File: src/rtl/dcc_pkg.sv
package dcc_pkg;
    localparam int DATA_W   = 32;
    localparam int IDX_W    = 6;
    localparam int TXF_POS  = 29;
    localparam int RXF_POS  = 30;
    localparam int IDX_RXWR = 32;
    localparam int IDX_STAT = 34;
    localparam int IDX_TXRD = 35;

    typedef enum logic [1:0] {
        CORE_IDLE = 2'b00,
        CORE_STAT = 2'b01,
        CORE_TXWR = 2'b10,
        CORE_RXRD = 2'b11
    } core_op_e;
endpackage

File: src/rtl/dcc_slot.sv
module dcc_slot #(
    parameter int W = dcc_pkg::DATA_W
) (
    input  logic         clk,
    input  logic         rst_n,
    input  logic         push,
    input  logic [W-1:0] push_data,
    input  logic         pop,
    output logic         full,
    output logic [W-1:0] data
);
    typedef struct packed {
        logic         full;
        logic [W-1:0] word;
    } slot_t;

    slot_t st_d, st_q;

    always_comb begin
        st_d = st_q;
        if (!st_q.full && push) begin
            st_d.full = 1'b1;
            st_d.word = push_data;
        end else if (st_q.full && pop) begin
            st_d.full = 1'b0;
        end
    end

    always_ff @(posedge clk or negedge rst_n) begin
        if (!rst_n) st_q <= '0;
        else        st_q <= st_d;
    end

    assign full = st_q.full;
    assign data = st_q.word;


    fill_empty_chk: assert property (@(posedge clk) disable iff (!rst_n)
        (push && !full) |=> (full && data == $past(push_data)));

    drop_full_chk: assert property (@(posedge clk) disable iff (!rst_n)
        (push && full && !pop) |=> (full && $stable(data)));

    drain_full_chk: assert property (@(posedge clk) disable iff (!rst_n)
        (pop && full) |=> !full);

    drain_empty_chk: assert property (@(posedge clk) disable iff (!rst_n)
        (pop && !full && !push) |=> (!full && $stable(data)));
endmodule

File: src/rtl/dcc_core_port.sv
module dcc_core_port
    import dcc_pkg::*;
#(
    parameter int W = DATA_W
) (
    input  logic         clk,
    input  logic         rst_n,
    input  logic [1:0]   core_op,
    input  logic [W-1:0] core_wdata,
    input  logic         rx_full,
    input  logic [W-1:0] rx_data,
    input  logic [W-1:0] status,
    output logic         tx_push,
    output logic [W-1:0] tx_push_data,
    output logic         rx_pop,
    output logic [W-1:0] core_rdata
);
    core_op_e op;
    assign op = core_op_e'(core_op);

    always_comb begin
        tx_push      = 1'b0;
        rx_pop       = 1'b0;
        tx_push_data = core_wdata;
        core_rdata   = '0;
        unique case (op)
            CORE_STAT: core_rdata = status;
            CORE_TXWR: tx_push = 1'b1;
            CORE_RXRD: begin
                rx_pop     = 1'b1;
                core_rdata = rx_full ? rx_data : '0;
            end
            default: ;
        endcase
    end


    rx_empty_zero_chk: assert property (@(posedge clk) disable iff (!rst_n)
        (op == CORE_RXRD && !rx_full) |-> (core_rdata == '0));
endmodule

File: src/rtl/dcc_dbg_port.sv
module dcc_dbg_port
    import dcc_pkg::*;
#(
    parameter int W        = DATA_W,
    parameter int AW       = IDX_W,
    parameter int I_RXWR   = IDX_RXWR,
    parameter int I_STAT   = IDX_STAT,
    parameter int I_TXRD   = IDX_TXRD
) (
    input  logic          clk,
    input  logic          rst_n,
    input  logic          dbg_en,
    input  logic          dbg_we,
    input  logic [AW-1:0] dbg_idx,
    input  logic [W-1:0]  dbg_wdata,
    input  logic          tx_full,
    input  logic [W-1:0]  tx_data,
    input  logic [W-1:0]  status,
    output logic          rx_push,
    output logic [W-1:0]  rx_push_data,
    output logic          tx_pop,
    output logic [W-1:0]  dbg_rdata
);
    localparam logic [AW-1:0] A_RXWR = AW'(I_RXWR);
    localparam logic [AW-1:0] A_STAT = AW'(I_STAT);
    localparam logic [AW-1:0] A_TXRD = AW'(I_TXRD);

    logic rd, wr;
    assign rd = dbg_en && !dbg_we;
    assign wr = dbg_en &&  dbg_we;

    always_comb begin
        rx_push      = wr && (dbg_idx == A_RXWR);
        rx_push_data = dbg_wdata;
        tx_pop       = rd && (dbg_idx == A_TXRD);
        dbg_rdata    = '0;
        if (rd) begin
            if (dbg_idx == A_STAT)                 dbg_rdata = status;
            else if (dbg_idx == A_TXRD && tx_full) dbg_rdata = tx_data;
        end
    end


    unmapped_read_zero_chk: assert property (@(posedge clk) disable iff (!rst_n)
        (rd && dbg_idx != A_STAT && dbg_idx != A_TXRD) |-> (dbg_rdata == '0));
endmodule

File: src/rtl/dcc_mailbox.sv
module dcc_mailbox
    import dcc_pkg::*;
#(
    parameter int W      = DATA_W,
    parameter int AW     = IDX_W,
    parameter int TXF    = TXF_POS,
    parameter int RXF    = RXF_POS,
    parameter int I_RXWR = IDX_RXWR,
    parameter int I_STAT = IDX_STAT,
    parameter int I_TXRD = IDX_TXRD
) (
    input  logic          clk,
    input  logic          rst_n,
    input  logic [1:0]    core_op,
    input  logic [W-1:0]  core_wdata,
    output logic [W-1:0]  core_rdata,
    input  logic          dbg_en,
    input  logic          dbg_we,
    input  logic [AW-1:0] dbg_idx,
    input  logic [W-1:0]  dbg_wdata,
    output logic [W-1:0]  dbg_rdata
);
    logic         tx_push, tx_pop, tx_full;
    logic [W-1:0] tx_push_data, tx_data;
    logic         rx_push, rx_pop, rx_full;
    logic [W-1:0] rx_push_data, rx_data;
    logic [W-1:0] status;

    always_comb begin
        status      = '0;
        status[TXF] = tx_full;
        status[RXF] = rx_full;
    end

    dcc_slot #(.W(W)) i_tx_slot (
        .clk(clk), .rst_n(rst_n),
        .push(tx_push), .push_data(tx_push_data), .pop(tx_pop),
        .full(tx_full), .data(tx_data)
    );

    dcc_slot #(.W(W)) i_rx_slot (
        .clk(clk), .rst_n(rst_n),
        .push(rx_push), .push_data(rx_push_data), .pop(rx_pop),
        .full(rx_full), .data(rx_data)
    );

    dcc_core_port #(.W(W)) i_core_port (
        .clk(clk), .rst_n(rst_n),
        .core_op(core_op), .core_wdata(core_wdata),
        .rx_full(rx_full), .rx_data(rx_data), .status(status),
        .tx_push(tx_push), .tx_push_data(tx_push_data),
        .rx_pop(rx_pop), .core_rdata(core_rdata)
    );

    dcc_dbg_port #(.W(W), .AW(AW), .I_RXWR(I_RXWR), .I_STAT(I_STAT), .I_TXRD(I_TXRD)) i_dbg_port (
        .clk(clk), .rst_n(rst_n),
        .dbg_en(dbg_en), .dbg_we(dbg_we), .dbg_idx(dbg_idx), .dbg_wdata(dbg_wdata),
        .tx_full(tx_full), .tx_data(tx_data), .status(status),
        .rx_push(rx_push), .rx_push_data(rx_push_data),
        .tx_pop(tx_pop), .dbg_rdata(dbg_rdata)
    );


    status_agree_chk: assert property (@(posedge clk) disable iff (!rst_n)
        (core_op == CORE_STAT && dbg_en && !dbg_we && dbg_idx == AW'(I_STAT))
        |-> (core_rdata == dbg_rdata));

    tx_race_full_chk: assert property (@(posedge clk) disable iff (!rst_n)
        (tx_push && tx_pop && tx_full) |=> !tx_full);

    rx_race_empty_chk: assert property (@(posedge clk) disable iff (!rst_n)
        (rx_push && rx_pop && !rx_full) |=> (rx_full && rx_data == $past(dbg_wdata)));
endmodule

File: config.mk
export PLATFORM = sky130hd
export DESIGN_NAME = dcc_mailbox
export DESIGN_NICKNAME = d
export VERILOG_FILES = /design/src/rtl/dcc_pkg.sv /design/src/rtl/dcc_slot.sv /design/src/rtl/dcc_core_port.sv /design/src/rtl/dcc_dbg_port.sv /design/src/rtl/dcc_mailbox.sv
export SDC_FILE = /design/constraint.sdc
export NUM_CORES = 1
export LEC_CHECK = 0
export BUFFER_PORTS_ARGS = -buffer_cell sky130_fd_sc_hd__buf_2
export CORE_MARGIN = 8
export CORE_UTILIZATION = 52
export CTS_BUF_LIST = sky130_fd_sc_hd__clkbuf_4
export CTS_CLUSTER_SIZE = 25
export DETAILED_ROUTE_END_ITERATION = 10
export PLACE_DENSITY = 0.95
export SLEW_MARGIN = 20
export SYNTH_ARGS = -nofsm -noshare
export SYNTH_HDL_FRONTEND = slang
export SYNTH_SLANG_ARGS = --single-unit
File: constraint.sdc
create_clock -name clk -period 2.3 [get_ports clk]
set_input_delay 0.23 -clock clk [delete_from_list [all_inputs] [get_ports clk]]
set_output_delay 0.23 -clock clk [all_outputs]
set_load 0.02 [all_outputs]
=== After elaboration in Yosys (flattened, before gate mapping) ===
Cells that the tools add are included.

* Register bits: 66
* Input bits: 76
* Output and inout bits: 64
* Logic and storage cells: 35

* Eq/ne operators: 6
* Muxes and demuxes: 11
* Reduce and logical (&&, ||, !) cells: 14

{| class="wikitable"
|+ Operators by type and width
! kind !! number
|-
| 32-bit 2-to-1 mux || 4
|-
| 32-bit case mux with 2 select lines || 1
|-
| 6-bit == test, second input constant || 3
|-
| 1-bit logical AND || 9
|-
| 1-bit 2-to-1 mux || 6
|-
| 2-bit == test, second input constant || 2
|-
| 2-bit nonzero test || 2
|-
| 1-bit zero test || 3
|-
| 2-bit by 1-bit == test with 1-bit output, second input constant || 1
|}

=== Logic depth before layout (Yosys ltp) ===
* Depth in word-level cells: 6
* Depth in mapped cells: 4
* Mapped depth without buffers: 3

=== Cells and area by module ===
A second synthesis with hierarchy kept.

* Cells, all modules: 337
* Area, all modules: 4509.3 um^2

{| class="wikitable"
|+ By module, submodules not included
! module !! instances !! cells each !! area an instance (um^2) !! sequential area each (um^2)
|-
| dcc_slot || 2 || 72 || 1385.1 || 825.8
|-
| dcc_dbg_port || 1 || 112 || 1023.5 || 0.0
|-
| dcc_core_port || 1 || 80 || 711.9 || 0.0
|-
| dcc_mailbox || 1 || 1 || 3.8 || 0.0
|}

=== Worst setup path after synthesis ===
No wires, ideal clock.

* Path kind: input port to output port
* Start: input dbg_idx[4]
* End: output dbg_rdata[20]
* Data arrival time: 1261 ps
* Data required time: 2070 ps
* Slack: 809 ps
* Cell stages on the path: 4
* Path buffers: 1
* Path through: nor4b_4 -> and4_1 -> clkbuf_1 -> and2_1

* Longest elaborated chain between the ends: 5
* Elaborated cells between the ends (all ways): 6
* Those cells by class: eq/ne (2); mux (3); reduce/logical (1)

{| class="wikitable"
|+ Ends and longest elaborated chain
! what !! line !! RTL
|-
| start, declared || dcc_mailbox.sv:19 || <nowiki>input logic [AW-1:0] dbg_idx,</nowiki>
|-
| 6-bit == test || dcc_dbg_port.sv:39 || <nowiki>else if (dbg_idx == A_TXRD && tx_full) dbg_rdata = tx_data;</nowiki>
|-
| 1-bit logical AND || dcc_dbg_port.sv:39 ||
|-
| 32-bit 2-to-1 mux || dcc_dbg_port.sv:39 ||
|-
| 32-bit 2-to-1 mux * || dcc_dbg_port.sv:38 || <nowiki>if (dbg_idx == A_STAT) dbg_rdata = status;</nowiki>
|-
| 32-bit 2-to-1 mux * || dcc_dbg_port.sv:37 || <nowiki>if (rd) begin</nowiki>
|-
| end, declared || dcc_mailbox.sv:21 || <nowiki>output logic [W-1:0] dbg_rdata</nowiki>
|}

Mark *: on every way between the ends. The rest lies on a longest branch, timed or not.

=== Worst setup path after layout ===
* Start: register i_tx_slot.st_q, in the netlist i_tx_slot.full
* End: output dbg_rdata[18]

* Longest elaborated chain between the ends: 4

{| class="wikitable"
|+ Ends and longest elaborated chain
! what !! line !! RTL
|-
| start, declared || dcc_slot.sv:17 || <nowiki>slot_t st_d, st_q;</nowiki>
|-
| start signal, assigned || dcc_slot.sv:31 || <nowiki>else st_q <= st_d;</nowiki>
|-
| 1-bit logical AND || dcc_dbg_port.sv:39 ||
|-
| 32-bit 2-to-1 mux || dcc_dbg_port.sv:39 ||
|-
| 32-bit 2-to-1 mux || dcc_dbg_port.sv:38 ||
|-
| 32-bit 2-to-1 mux || dcc_dbg_port.sv:37 ||
|}

Every way passes these cells.

==> flow_metrics.py <==
metrics = {
    "sta": {
        "finalClockSkew_ps": 15.7,
        "worst-slew-pin-transition_ps": 705,
        "period_share_pct": 93.6,
        "slew_headroom_pct": 53.0,
        "layout_min_cycle_time_ps": 2150,
        "setup_violations": 0,
        "max_freq_mhz": 464,
        "hold_viol_final": 0,
        "report.final.slew_viol_count": 0,
        "fin_setup_tns_ps": 0,
        "rsz0062_at_grt": "no",
    },
    "layout": {
        "syn2layout_area_growth_pct": 29.6,
        "drive_gt1_share_pct": 59.7,
        "n_fill_cell": 425,
        "finalInstanceArea_um2": 4020,
        "final_util_pct": 68.7,
        "nets": 449,
        "n_antenna_cell": 0,
    },
    "clock_network": {
        "cts_tree": "done",
        "clk_pin_slew_ps": 110,
        "htree_num_levels": 3,
        "post_cts_resized": 0,
        "post_cts_buffers": 0,
        "clock_sinks": 66,
        "clockBufferDepth": 2,
        "cts_buffers": 9,
        "root_buffer": "clkbuf_4",
        "insertion_delay_ps": 380,
    },
    "floorplan": {
        "core_um2": 5850,
        "die_h_um": 93.2,
        "die_w_um": 93.2,
        "start_util_pct": 53.0,
        "num_io_pins": 140,
        "dieArea_um2": 8690,
        "row_count": 28,
    },
    "yosys": {
        "async_flop_share_pct": 100,
        "syn_area_per_cell_um2": 13.5,
        "yosysTopAreaCellShare_pct": 53.3,
        "synth-warning-count": 0,
        "synth_top_flop_cell": "dfrtp_1",
        "ys_seq_elements": 66,
        "ys_seq_area_share_pct": 53.3,
        "synth_edf_count": 0,
        "ys_types": 21,
        "synth_commonest_cells": "dfrtp_1 (66), and2_1 (61), mux2_2 (35), mux2_4 (29)",
        "synth_fp_nets": 305,
        "syn_inst": 229,
        "yosysMostFrequentCell": "dfrtp_1",
        "yosysTopAreaCell": "dfrtp_1",
        "synthTopCellsByArea": "dfrtp_1 (53%), mux2_4 (14%), mux2_2 (13%)",
        "netlist_area_um2": 3100,
    },
    "setup_path": {
        "worst-path-max-fanout": 23,
        "endpoint_kind": "output pin",
        "cp.arrival_ps": 1920,
        "worstSetupStartpointType": "flop",
        "r2r_start": "i_rx_slot.full$_DFFE_PN0P_",
        "critical_path.startpoint": "i_tx_slot.full$_DFFE_PN0P_",
        "cp.required_ps": 2070,
        "critPathKind": "flop to output pin",
    },
    "status": {
        "status": "finished clean",
    },
    "grt": {
        "grt_pass1_vias": 2424,
        "track_usage_pct": 16.8,
        "grt_pass1_wl_mm": 11.6,
        "antenna_found_initial": 0,
        "grt_remaining_overflow": 0,
        "grt_max_degree": 38,
    },
    "run": {
        "drv_cap": 0,
    },
    "drt": {
        "routed.top_layer": "met4",
        "via_count": 2190,
        "first_pass_iters": 4,
        "wl_met2_mm": 3.37,
        "post-route-drc-count": 0,
        "dr_wl_met3_um": 696,
        "drtIter0Drc": 44,
        "vias_per_cell": 4.85,
        "wl_mm": 7.21,
        "wire_per_inst_um": 16.0,
        "met1Wirelength_mm": 3.05,
        "ant_nets": 0,
    },
    "worst_hold_path": {
        "hp-class": "input pin to flop",
        "hold_start": "dbg_wdata[16]",
    },
    "placed_design": {
        "port_buffers": 139,
        "gp_congestion": 0.817,
        "placed_area_um2": 3890,
        "hpwl_mm": 5.70,
    },
    "power": {
        "vdd_ir_drop_max_mv": 0.357,
        "power_density_nw_per_um2": 594,
        "finalPower_uw": 2390,
        "power_leakage_uw": 0.00229,
    },
}
==> sequential cells by signal, summed over array words and instances (netlist names) <==
name / count
i_tx_slot.data: 32
i_rx_slot.data: 32
i_tx_slot.full: 1
i_rx_slot.full: 1
==> per-layer routing <==
| layer | global-route usage, % | up-vias |
|---|---|---|
| li1 | - | 1059 |
| met1 | 20.2 | 1019 |
| met2 | 26.8 | 103 |
| met3 | 5.77 | 9 |
| met4 | 7.25 | 0 |
| met5 | 0 | - |
==> path summary, 6_finish.rpt <==
check / endpoint / slack (ps) / cells after the start
worst max-delay path: dbg_rdata[18] / 150 / 5
worst min-delay path: i_rx_slot.data[16]$_DFFE_PN0P_ / 70 / 2
worst max register to register: i_rx_slot.data[28]$_DFFE_PN0P_ / 600 / 4
worst min register to register: i_tx_slot.data[18]$_DFFE_PN0P_ / 500 / 1
max in group asynchronous: i_rx_slot.full$_DFFE_PN0P_ / 1230 / 3
min in group asynchronous: i_tx_slot.data[25]$_DFFE_PN0P_ / 430 / 2
==> area by class of cell <==
type	instances	area (um^2)	share of cell area [%]
flip-flops and latches	66	1650	41.1
multi-input cells	148	1370	34.2
repair buffers	145	768	19.1
well taps	75	93.8	2.33
clock buffers	10	75.1	1.87
clock inverters	5	46.3	1.15
inverters	3	11.3	0.280
==> timing repair <==
item / CTS / global route
hold endpoints to repair: 29 / 0
setup endpoints to repair: 0 / 0
hold buffers: 1 / 0
==> cells in the final DEF, fill, tap and decap left out, drive strengths merged <==
| cell type | n |
|---|---|
| o21ai | 1 |
| bufinv | 1 |
| a21oi | 4 |
| nor2 | 2 |
| mux2 | 64 |
| dfrtp | 66 |
| clkbuf | 10 |
| and3 | 1 |
| nor4b | 2 |
| nand2b | 1 |
| clkinv | 4 |
| and4 | 1 |
| nor3b | 1 |
| inv | 3 |
| and2 | 61 |
| buf | 144 |
| nor2b | 1 |
| nand2 | 6 |
| dlygate4sd3 | 1 |
| nand3 | 3 |
==> power breakdown <==
| part | leakage [uW] | switching [uW] | internal (uW) |
|---|---|---|---|
| Sequential | 0.000857 | 75.8 | 1320 |
| Clock | 0.0000688 | 361 | 327 |
| Combinational | 0.00136 | 99.9 | 201 |
| Total | 0.00229 | 536 | 1850 |
==> kinds of logic after synthesis <==
logic type             share of synthesized area (%)
buffers and inverters                           2.66
muxes                                           26.8
DFF                                             53.3
and+or+nand+nor                                 16.5
AOI/OAI and AO/OA                              0.807
==> stage by stage <==
stage                     instances  setup WS, ps  hold WS (ps)
after floorplan                 229           809         -65.6
after global placement          436           550           304
after detailed placement        436           459           309
after CTS                       452           105          43.4
after global routing            452          6.22          40.8
final                           452           146          72.0
==> worst max-delay path: stages, from the launching register on <==
cell and delay (ps):
dfrtp_1 460, and2_1 210, and4_1 390, buf_12 190, and2_1 130, buf_2 160
Power figures use the tool's default switching activity.
